[src/rtl/fieldAddPkg.sv]
package fieldAddPkg;

  localparam int FE_LIMB_W     = 17;
  localparam int FE_NUM_LIMBS  = 15;
  localparam int FE_FOLD_K     = 19;  // 2^255 mod p
  localparam int FE_PIPE_DEPTH = 3;

  // strobes from control to datapath: stage capture enables and op select
  typedef struct packed {
    logic en1;
    logic en2;
    logic en3;
    logic subSel;
  } stageStrobeT;

endpackage

[src/rtl/fieldLimbChain.sv]
// Three-operand limb adder with a ripple of small carries between limbs.
module fieldLimbChain #(
  parameter int LIMB_W    = 17,
  parameter int NUM_LIMBS = 15
) (
  input  logic [LIMB_W*NUM_LIMBS-1:0] opA,
  input  logic [LIMB_W*NUM_LIMBS-1:0] opB,
  input  logic [LIMB_W*NUM_LIMBS-1:0] opC,
  output logic [LIMB_W*NUM_LIMBS-1:0] sumOut,
  output logic [1:0]                  carryOut
);

  localparam int SUM_W = LIMB_W + 2;

  logic [NUM_LIMBS:0][1:0] carry;
  assign carry[0] = 2'b00;

  for (genvar i = 0; i < NUM_LIMBS; i++) begin : g_limb
    logic [SUM_W-1:0] limbSum;
    assign limbSum = {2'b00, opA[i*LIMB_W +: LIMB_W]}
                   + {2'b00, opB[i*LIMB_W +: LIMB_W]}
                   + {2'b00, opC[i*LIMB_W +: LIMB_W]}
                   + {{LIMB_W{1'b0}}, carry[i]};
    assign sumOut[i*LIMB_W +: LIMB_W] = limbSum[LIMB_W-1:0];
    assign carry[i+1] = limbSum[SUM_W-1:LIMB_W];
  end

  assign carryOut = carry[NUM_LIMBS];

endmodule

[src/rtl/fieldAddControl.sv]
// Valid and tag shift register; issues per-stage strobes to the datapath.
module fieldAddControl
  import fieldAddPkg::*;
#(
  parameter int TAG_W = 6
) (
  input  logic             clk,
  input  logic             rst,
  input  logic             inValid,
  input  logic             inSub,
  input  logic [TAG_W-1:0] inTag,
  output stageStrobeT      stb,
  output logic             outValid,
  output logic [TAG_W-1:0] outTag
);

  localparam int DEPTH = FE_PIPE_DEPTH;

  logic [DEPTH-1:0] validPipe;
  logic [TAG_W-1:0] tagPipe [DEPTH];

  always_ff @(posedge clk) begin
    if (rst) begin
      validPipe <= '0;
    end else begin
      validPipe <= {validPipe[DEPTH-2:0], inValid};
    end
  end

  always_ff @(posedge clk) begin
    tagPipe[0] <= inTag;
    for (int s = 1; s < DEPTH; s++) begin
      tagPipe[s] <= tagPipe[s-1];
    end
  end

  always_comb begin
    stb.en1    = inValid;
    stb.en2    = validPipe[0];
    stb.en3    = validPipe[1];
    stb.subSel = inSub;
  end

  assign outValid = validPipe[DEPTH-1];
  assign outTag   = tagPipe[DEPTH-1];

  AST_LATENCY_FWD: assert property (@(posedge clk) disable iff (rst)
    inValid |=> ##2 outValid);
  AST_NO_SPURIOUS: assert property (@(posedge clk) disable iff (rst)
    outValid |-> $past(inValid, 3));
  AST_TAG_CARRY: assert property (@(posedge clk) disable iff (rst)
    outValid |-> (outTag == $past(inTag, 3)));
  AST_RESET_CLEAR: assert property (@(posedge clk)
    rst |=> !outValid);

endmodule

[src/rtl/fieldAddDatapath.sv]
// Three registered steps: biased raw sum, fold of 2^255 weights, final -p.
module fieldAddDatapath
  import fieldAddPkg::*;
#(
  parameter int LIMB_W    = FE_LIMB_W,
  parameter int NUM_LIMBS = FE_NUM_LIMBS,
  parameter int FOLD_K    = FE_FOLD_K
) (
  input  logic                        clk,
  input  logic                        rst,
  input  stageStrobeT                 stb,
  input  logic [LIMB_W*NUM_LIMBS-1:0] inA,
  input  logic [LIMB_W*NUM_LIMBS-1:0] inB,
  output logic [LIMB_W*NUM_LIMBS-1:0] outData
);

  localparam int W = LIMB_W * NUM_LIMBS;
  // p = 2^W - K
  localparam logic [W-1:0] P_VAL    = {W{1'b1}} - W'(FOLD_K - 1);
  // a + 2p - b = a + ~b + (2^W - (2K-1)) - 2^W*... folded into this bias
  localparam logic [W-1:0] SUB_BIAS = {W{1'b1}} - W'(2*FOLD_K - 2);
  localparam logic [W-1:0] FOLD_VEC = W'(FOLD_K);

  // ---------- step 1: raw sum or biased difference ----------
  logic [W-1:0] bOperand, biasVec, s1LoNext;
  logic [1:0]   s1HiNext;
  logic [W-1:0] s1Lo;
  logic [1:0]   s1Hi;

  assign bOperand = stb.subSel ? ~inB : inB;
  assign biasVec  = stb.subSel ? SUB_BIAS : '0;

  fieldLimbChain #(.LIMB_W(LIMB_W), .NUM_LIMBS(NUM_LIMBS)) u_rawChain (
    .opA(inA), .opB(bOperand), .opC(biasVec),
    .sumOut(s1LoNext), .carryOut(s1HiNext)
  );

  always_ff @(posedge clk) begin
    if (stb.en1) begin
      s1Lo <= s1LoNext;
      s1Hi <= s1HiNext;
    end
  end

  // ---------- step 2: fold bits at weight 2^W back in as K ----------
  logic [W-1:0] foldAdd, s2LoNext;
  logic [1:0]   s2HiNext;
  logic [W-1:0] s2Lo;
  logic [1:0]   s2Hi;

  assign foldAdd = W'(s1Hi) * W'(FOLD_K);

  fieldLimbChain #(.LIMB_W(LIMB_W), .NUM_LIMBS(NUM_LIMBS)) u_foldChain (
    .opA(s1Lo), .opB('0), .opC(foldAdd),
    .sumOut(s2LoNext), .carryOut(s2HiNext)
  );

  always_ff @(posedge clk) begin
    if (stb.en2) begin
      s2Lo <= s2LoNext;
      s2Hi <= s2HiNext;
    end
  end

  // ---------- step 3: one conditional subtraction of p ----------
  // v >= p  <=>  v + K reaches 2^W; then v - p is the low W bits of v + K
  logic [W-1:0] trialLo, resultNext;
  logic [1:0]   trialCarry;
  logic         atLeastP;

  fieldLimbChain #(.LIMB_W(LIMB_W), .NUM_LIMBS(NUM_LIMBS)) u_trialChain (
    .opA(s2Lo), .opB('0), .opC(FOLD_VEC),
    .sumOut(trialLo), .carryOut(trialCarry)
  );

  assign atLeastP   = (s2Hi != 2'b00) || (trialCarry != 2'b00);
  assign resultNext = atLeastP ? trialLo : s2Lo;

  always_ff @(posedge clk) begin
    if (stb.en3) begin
      outData <= resultNext;
    end
  end

  AST_RAW_RANGE: assert property (@(posedge clk) disable iff (rst)
    stb.en1 |=> (s1Hi != 2'b11));
  AST_FOLD_BOUND: assert property (@(posedge clk) disable iff (rst)
    stb.en2 |=> ((s2Hi == 2'b00) || (s2Hi == 2'b01 && s2Lo < W'(2*FOLD_K))));
  AST_CANONICAL: assert property (@(posedge clk) disable iff (rst)
    stb.en3 |=> (outData < P_VAL));

endmodule

[src/rtl/fieldAddSub.sv]
module fieldAddSub
  import fieldAddPkg::*;
#(
  parameter int LIMB_W    = FE_LIMB_W,
  parameter int NUM_LIMBS = FE_NUM_LIMBS,
  parameter int TAG_W     = 6
) (
  input  logic                        clk,
  input  logic                        rst,
  input  logic                        inValid,
  input  logic                        inSub,
  input  logic [TAG_W-1:0]            inTag,
  input  logic [LIMB_W*NUM_LIMBS-1:0] inA,
  input  logic [LIMB_W*NUM_LIMBS-1:0] inB,
  output logic                        outValid,
  output logic [TAG_W-1:0]            outTag,
  output logic [LIMB_W*NUM_LIMBS-1:0] outData
);

  stageStrobeT stb;

  fieldAddControl #(.TAG_W(TAG_W)) u_ctrl (
    .clk(clk), .rst(rst), .inValid(inValid), .inSub(inSub), .inTag(inTag),
    .stb(stb), .outValid(outValid), .outTag(outTag)
  );

  fieldAddDatapath #(.LIMB_W(LIMB_W), .NUM_LIMBS(NUM_LIMBS), .FOLD_K(FE_FOLD_K)) u_dp (
    .clk(clk), .rst(rst), .stb(stb), .inA(inA), .inB(inB), .outData(outData)
  );

endmodule

[config.mk]
export PLATFORM = sky130hd
export DESIGN_NAME = fieldAddSub
export DESIGN_NICKNAME = d
export VERILOG_FILES = /design/src/rtl/fieldAddPkg.sv /design/src/rtl/fieldLimbChain.sv /design/src/rtl/fieldAddControl.sv /design/src/rtl/fieldAddDatapath.sv /design/src/rtl/fieldAddSub.sv
export SDC_FILE = /design/constraint.sdc
export NUM_CORES = 2
export LEC_CHECK = 0
export ABC_AREA = 1
export CAP_MARGIN = 20
export CELL_PAD_IN_SITES_DETAIL_PLACEMENT = 2
export CELL_PAD_IN_SITES_GLOBAL_PLACEMENT = 2
export CORE_MARGIN = 3
export CORE_UTILIZATION = 32
export DETAILED_ROUTE_END_ITERATION = 10
export PLACE_DENSITY_LB_ADDON = 0.1
export RECOVER_POWER = 100
export SLEW_MARGIN = 20
export SYNTH_ARGS = -nofsm -noshare
export SYNTH_HDL_FRONTEND = slang
export SYNTH_SLANG_ARGS = --single-unit
[constraint.sdc]
create_clock -name clk -period 43.2 [get_ports clk]
set_input_delay 8.64 -clock clk [delete_from_list [all_inputs] [get_ports clk]]
set_output_delay 8.64 -clock clk [all_outputs]
set_load 0.01 [all_outputs]
# [Word-level counts from Yosys, hierarchy flattened]
# Memory sizes are Yosys's and may differ from the RTL's.
# Cells that the tools add are included.
[op_classes] mul=1 bitwise=1 addsub=74 muxes=3 n_reduce_logical=3
[op_table] cell="255-bit two-way mux" count=3
[op_table] cell="17-bit by 1-bit adder with 18-bit output" count=28
[op_table] cell="17-bit by 17-bit adder with 18-bit output" count=15
[op_table] cell="18-bit by 17-bit adder with 19-bit output" count=14
[op_table] cell="19-bit by 2-bit adder with 19-bit output" count=14
[op_table] cell="255-bit inverter" count=1
[op_table] cell="19-bit by 17-bit adder with 19-bit output" count=1
[op_table] cell="17-bit by 5-bit adder with 18-bit output, second input constant" count=1
[op_table] cell="17-bit by 7-bit adder with 18-bit output" count=1
[op_table] cell="2-bit by 5-bit multiplier with 7-bit output, second input constant" count=1
[op_table] cell="2-bit nonzero test" count=2
[op_table] cell="1-bit logical OR" count=1
[word_totals] in_bits=520 out_inout_bits=262 mem_bits_rw=18 n_memories=1 ff_bits=772
[memory_table] name="u_ctrl.tagPipe" depth=3 word_bits=6 rd=3 rd_clocked_by_memory_dff=0 wr=3 line="fieldAddControl.sv:20" source="logic [TAG_W-1:0] tagPipe [DEPTH];"

# [Longest topological paths before layout]
[logic_depth] depth_word=18 ltp_mapped=253 mapped_depth_nobuf=251

# [Modules after synthesis]
# From an unflattened synthesis, not the netlist that was laid out.
[hier_totals] hier_cells=14102 hier_area_um2=105666.3
[by_module_without_submodules] mod="fieldLimbChain at u_dp.u_rawChain ..." area_each_um2=25306.8 instances=2 cells_each=4049
[by_module_without_submodules] mod="fieldAddDatapath" area_each_um2=29246.8 instances=1 cells_each=1911
[by_module_without_submodules] mod="fieldLimbChain at u_dp.u_foldChain" area_each_um2=25303.0 instances=1 cells_each=4058
[by_module_without_submodules] mod="fieldAddControl" area_each_um2=503.0 instances=1 cells_each=35

# [Worst setup path after synthesis]
# No wires, ideal clock.
[synth_timing] path_type="input -> register" from="input inSub" to="register u_dp.s1Lo[251] (data pin)" t_arrival_ns=41.795 setup_ns=0.258 stages=231 path_slack_ns=1.146 path_cell_list="clkbuf_1 > buf_1 > xor2_1 > ha_1 > fa_1 > nand2_1 > nand2_1 > o21ai_0 > inv_1 > a21oi_1 > o21ai_0 > xor2_1 > ha_1 > nand2_1 > nor2_1 > nand2_1 > o21ai_1 > a21oi_1 > (+195 left out) > nand3_1 > nand3_1 > nand2_1 > inv_1 > o21ai_0 > nand2_1 > fa_1 > inv_1 > fa_1 > inv_1 > ha_1 > inv_1 > fa_1 > o31ai_1 > nand2_1 > nand2_1 > a21oi_1 > xnor2_1"
[synth_via] elab_chain_len=17
[synth_lines] item="from (decl)" line="fieldAddSub.sv:11" source="input logic inSub,"
[synth_lines] item="255-bit two-way mux" line="fieldAddDatapath.sv:30" source="assign bOperand = stb.subSel ? ~inB : inB;"
[synth_lines] item="17-bit by 17-bit adder with 18-bit output" line="fieldLimbChain.sv:21" source="+ {2'b00, opB[i*LIMB_W +: LIMB_W]}"
[synth_lines] item="19-bit by 17-bit adder with 19-bit output or 18-bit by 17-bit adder with 19-bit output (tied branches)" line="fieldLimbChain.sv:22" source="+ {2'b00, opC[i*LIMB_W +: LIMB_W]}"
[synth_lines] item="19-bit by 2-bit adder with 19-bit output (13 in series)" line="fieldLimbChain.sv:23" source="+ {{LIMB_W{1'b0}}, carry[i]};"
[synth_lines] item="19-bit by 2-bit adder with 19-bit output *" line="fieldLimbChain.sv:23"
[synth_lines] item="net u_dp.s1LoNext[251]" line="fieldAddDatapath.sv:25" source="logic [W-1:0] bOperand, biasVec, s1LoNext;"
[synth_lines] item="to (signal assigned)" line="fieldAddDatapath.sv:40" source="s1Lo <= s1LoNext;"
[synth_lines] item="to (decl)" line="fieldAddDatapath.sv:27" source="logic [W-1:0] s1Lo;"
# The timed path passes the listed nets; every way through them passes the cells marked *.
# A chain may end at the register's enable or synchronous reset.

# [Worst setup path after layout]
[layout_timing] from="input inB[6]" to="register u_dp.s1Hi[0] (data pin)"
[layout_via] elab_chain_len=18
[layout_lines] item="from (decl)" line="fieldAddSub.sv:14" source="input logic [LIMB_W*NUM_LIMBS-1:0] inB,"
[layout_lines] item="255-bit inverter" line="fieldAddDatapath.sv:30"
[layout_lines] item="255-bit two-way mux *" line="fieldAddDatapath.sv:30"
[layout_lines] item="17-bit by 17-bit adder with 18-bit output *" line="fieldLimbChain.sv:21"
[layout_lines] item="19-bit by 17-bit adder with 19-bit output *" line="fieldLimbChain.sv:22"
[layout_lines] item="19-bit by 2-bit adder with 19-bit output * (14 in series)" line="fieldLimbChain.sv:23"
[layout_lines] item="net u_dp.s1HiNext[0]" line="fieldAddDatapath.sv:26" source="logic [1:0] s1HiNext;"
[layout_lines] item="to (signal assigned)" line="fieldAddDatapath.sv:41" source="s1Hi <= s1HiNext;"
[layout_lines] item="to (decl)" line="fieldAddDatapath.sv:28" source="logic [1:0] s1Hi;"
# Marked as above.

==> results_dict.tcl <==
set metrics [dict create \
    outcome "complete, but fails checks" \
    violations "max-capacitance violations, max-slew violations" \
    synth_ff_type "edfxtp_1" \
    wl_per_cell_um 21.1 \
    slew_violations 748 \
    fillers 20500 \
    grt_max_degree 154 \
    crit_path_end_kind "flop" \
    seq_area_mm2 0.0235 \
    initial_core_util_pct 32.4 \
    cpMaxStageDelayCell "fa_1" \
    cp-start-kind "input port" \
    fin_nets 8662 \
    ys_ff_latch 789 \
    cts_buffers 99 \
    ys.warnings.count 0 \
    setup_ws_ns 1.97 \
    cts_sinks 789 \
    io_pins 782 \
    clkTransAtPathRegs_ns 0.06 \
    grt_pass1_wl_mm 322 \
    vias 49200 \
    cp_num_buf_inv 54 \
    hold_path_class "reg -> reg" \
    drc 0 \
    synthToLayoutAreaGrowth_pct 26.7 \
    ir_worst_vdd_v 0.0000315 \
    routed_wl_mm 214 \
    cts_max_path_buffers 3 \
    setup_tns_ns 0 \
    synth-edff-count 768 \
    synth_area_mm2 0.0613 \
    clock_latency_ns 0.72 \
    dp.cells 9879 \
    antenna_found_initial 72 \
    drive_gt1_share_pct 10.4 \
    track_usage_pct 21.1 \
    multi_input_area_mm2 0.0356 \
    ys_types 41 \
    crit_family "adder cells" \
    syn_area_per_cell_um2 9.41 \
    ys_async_sr_fraction_pct 0 \
    finalCritPeriodShare_pct 95.4 \
    cts.hold.buffers_added 0 \
    hold_viol 0 \
    fmax_mhz 24.3 \
    setup_viol 0 \
    maxCapViolCount 11 \
    dpl_worst_slack_ns -1.91 \
    num_rows 159 \
    dr.pass1.iters 5 \
    viasPerCell 4.85 \
    powerDensity_mw_per_mm2 47.1 \
    critPathKind "in -> reg" \
    fin_cells 10100 \
    crit_fanout 4 \
    crit_top_cell "nand2_1" \
    slew_headroom_pct -458 \
    worstPathArrival_ns 41.68 \
    gp_congestion 0.870 \
    cts_root_buf "clkbuf_16" \
    slowest_delay_ns 0.55 \
    tightest_slew_ns 8.37 \
    die-area_mm2 0.197 \
    min_period_ns 41.23 \
    p_leak_uw 0.0322 \
    ant_nets 0 \
    htreeDepth 3 \
    core-area_mm2 0.189 \
    drt_iter0_markers 1682 \
    grt_pass1_vias 53700 \
    syn-num-nets 7656 \
    cts_tree "built" \
    required_ns 43.65 \
    die_h_um 444 \
    syn_inst 6514 \
    grt.overflow.total 0 \
    clock_skew_ns 0.0501 \
    synth_seq_area_share_pct 38.3 \
    dp_hpwl_mm 178 \
    die_w_um 444 \
    port_buffers 781 \
]
==> cell usage after synthesis (2+ instances only) <==
cell type	number	area, µm²
a211oi_1	2	15.0
xor2_1	726	6360
o21bai_1	39	293
dfxtp_1	21	420
o211ai_1	3	22.5
o21a_1	6	45.0
a31oi_1	23	144
a21oi_1	239	1200
inv_1	607	2280
edfxtp_1	768	23100
buf_2	82	410
nor3_2	3	30.0
nand3_1	321	1610
xnor2_1	572	5010
or2_2	4	25.0
a21o_1	34	255
a21boi_0	20	150
buf_4	8	60.1
nand2_1	1173	4400
nor2_1	390	1460
fa_1	60	1200
and2_1	6	37.5
buf_6	9	101
o21ai_0	264	1320
nor3_1	138	691
mux2_2	196	2210
ha_1	562	7030
nor3b_1	3	22.5
nand4_1	90	563
nand3b_1	17	128
o21ai_1	21	105
nor4_1	57	357
inv_2	2	7.51
o31ai_1	14	105
clkbuf_1	28	105
==> final cells by class <==
cell class	count	area share, %
clock inverter	57	0.764
tap	2495	4.02
timing repair buffer	1033	12.5
sequential	789	30.3
multi-input combinational	4988	45.9
inverter	609	2.96
clock buffer	128	3.45
antenna	38	0.123
==> cells in the final DEF (no fill, tap or decap), drive strengths merged, types with 230 or more instances in the layout <==
master            n
nand2          1174
edfxtp          768
xor2            726
inv             613
xnor2           572
ha              562
clkdlybuf4s50   500
nor2            390
nand3           321
o21ai           285
dlygate4sd3     269
a21oi           239
buf             230
==> worst reg2reg max path, delay by kind of cell (launching register included) <==
family | cells | cell delay [ns]
buffers and inverters | 3 | 0.50
flip-flops | 1 | 0.60
AND/OR/NAND/NOR | 94 | 18.44
XOR/XNOR | 1 | 0.08
adder cells (fa/ha/maj) | 18 | 4.90
AO/OA/AOI/OAI | 1 | 0.35
==> routing by layer <==
layer | share of wire, % | track usage, % | vias up | wire length [µm]
met5 | 0.019 | 0 | - | 41
met2 | 53 | 39.4 | 666 | 114000
met1 | 40 | 23.8 | 24200 | 85600
met3 | 2.9 | 2.71 | 283 | 6160
li1 | - | - | 24100 | -
met4 | 3.9 | 9.02 | 6 | 8280
==> registers in the layout, summed over array words and instances (netlist names) <==
signal and cells:
u_dp.s1Hi 2, u_dp.outData 255, u_ctrl.tagPipe 18, u_ctrl.validPipe 3
u_dp.s2Lo 255, u_dp.s2Hi 1, u_dp.s1Lo 255
==> kinds of logic after synthesis <==
| group | count (synthesis) | share of synthesized area, % |
|---|---|---|
| adder cells (fa/ha/maj) | 622 | 13.4 |
| AND/OR/NAND/NOR | 2205 | 15.3 |
| multiplexers | 196 | 3.60 |
| buffers and inverters | 737 | 4.84 |
| AO/OA/AOI/OAI | 667 | 5.99 |
| XOR/XNOR | 1298 | 18.6 |
| flip-flops | 789 | 38.3 |
==> timing repair <==
item	4_1_cts	5_1_grt
resized for setup	41	221
setup endpoints to repair	18	28
buffers inserted	3	33
pin swaps	12	118
==> final timing paths <==
check                         end  slack [ns]  cells after the start                  from
max                  u_dp.s1Hi[0]        1.97                    242                inB[6]
min          u_ctrl.tagPipe[0][8]        0.32                      0  u_ctrl.tagPipe[0][2]
max reg2reg        u_dp.s2Lo[254]       18.07                    117          u_dp.s1Hi[1]
min reg2reg  u_ctrl.tagPipe[0][8]        0.32                      0  u_ctrl.tagPipe[0][2]
==> report_power, final <==
group	total, µW	switching (µW)	internal [µW]
sequential	1300	161	1140
clock	838	346	493
combinational	1520	874	648
total	3660	1380	2280
==> stage by stage <==
| stage | cell area, µm² | util (%) | hold slack [ns] | power [µW] |
|---|---|---|---|---|
| floorplan | 61300 | - | 0.310 | 2200 |
| global placement | 73300 | 38.8 | 0.310 | 2730 |
| detailed placement | 73300 | 38.8 | 0.313 | 2790 |
| CTS | 76700 | 40.6 | 0.322 | 3670 |
| global route | 77600 | 41.1 | 0.335 | 3940 |
| finish | 77600 | 41.1 | 0.321 | 3660 |
(Power assumes the default switching activity.)
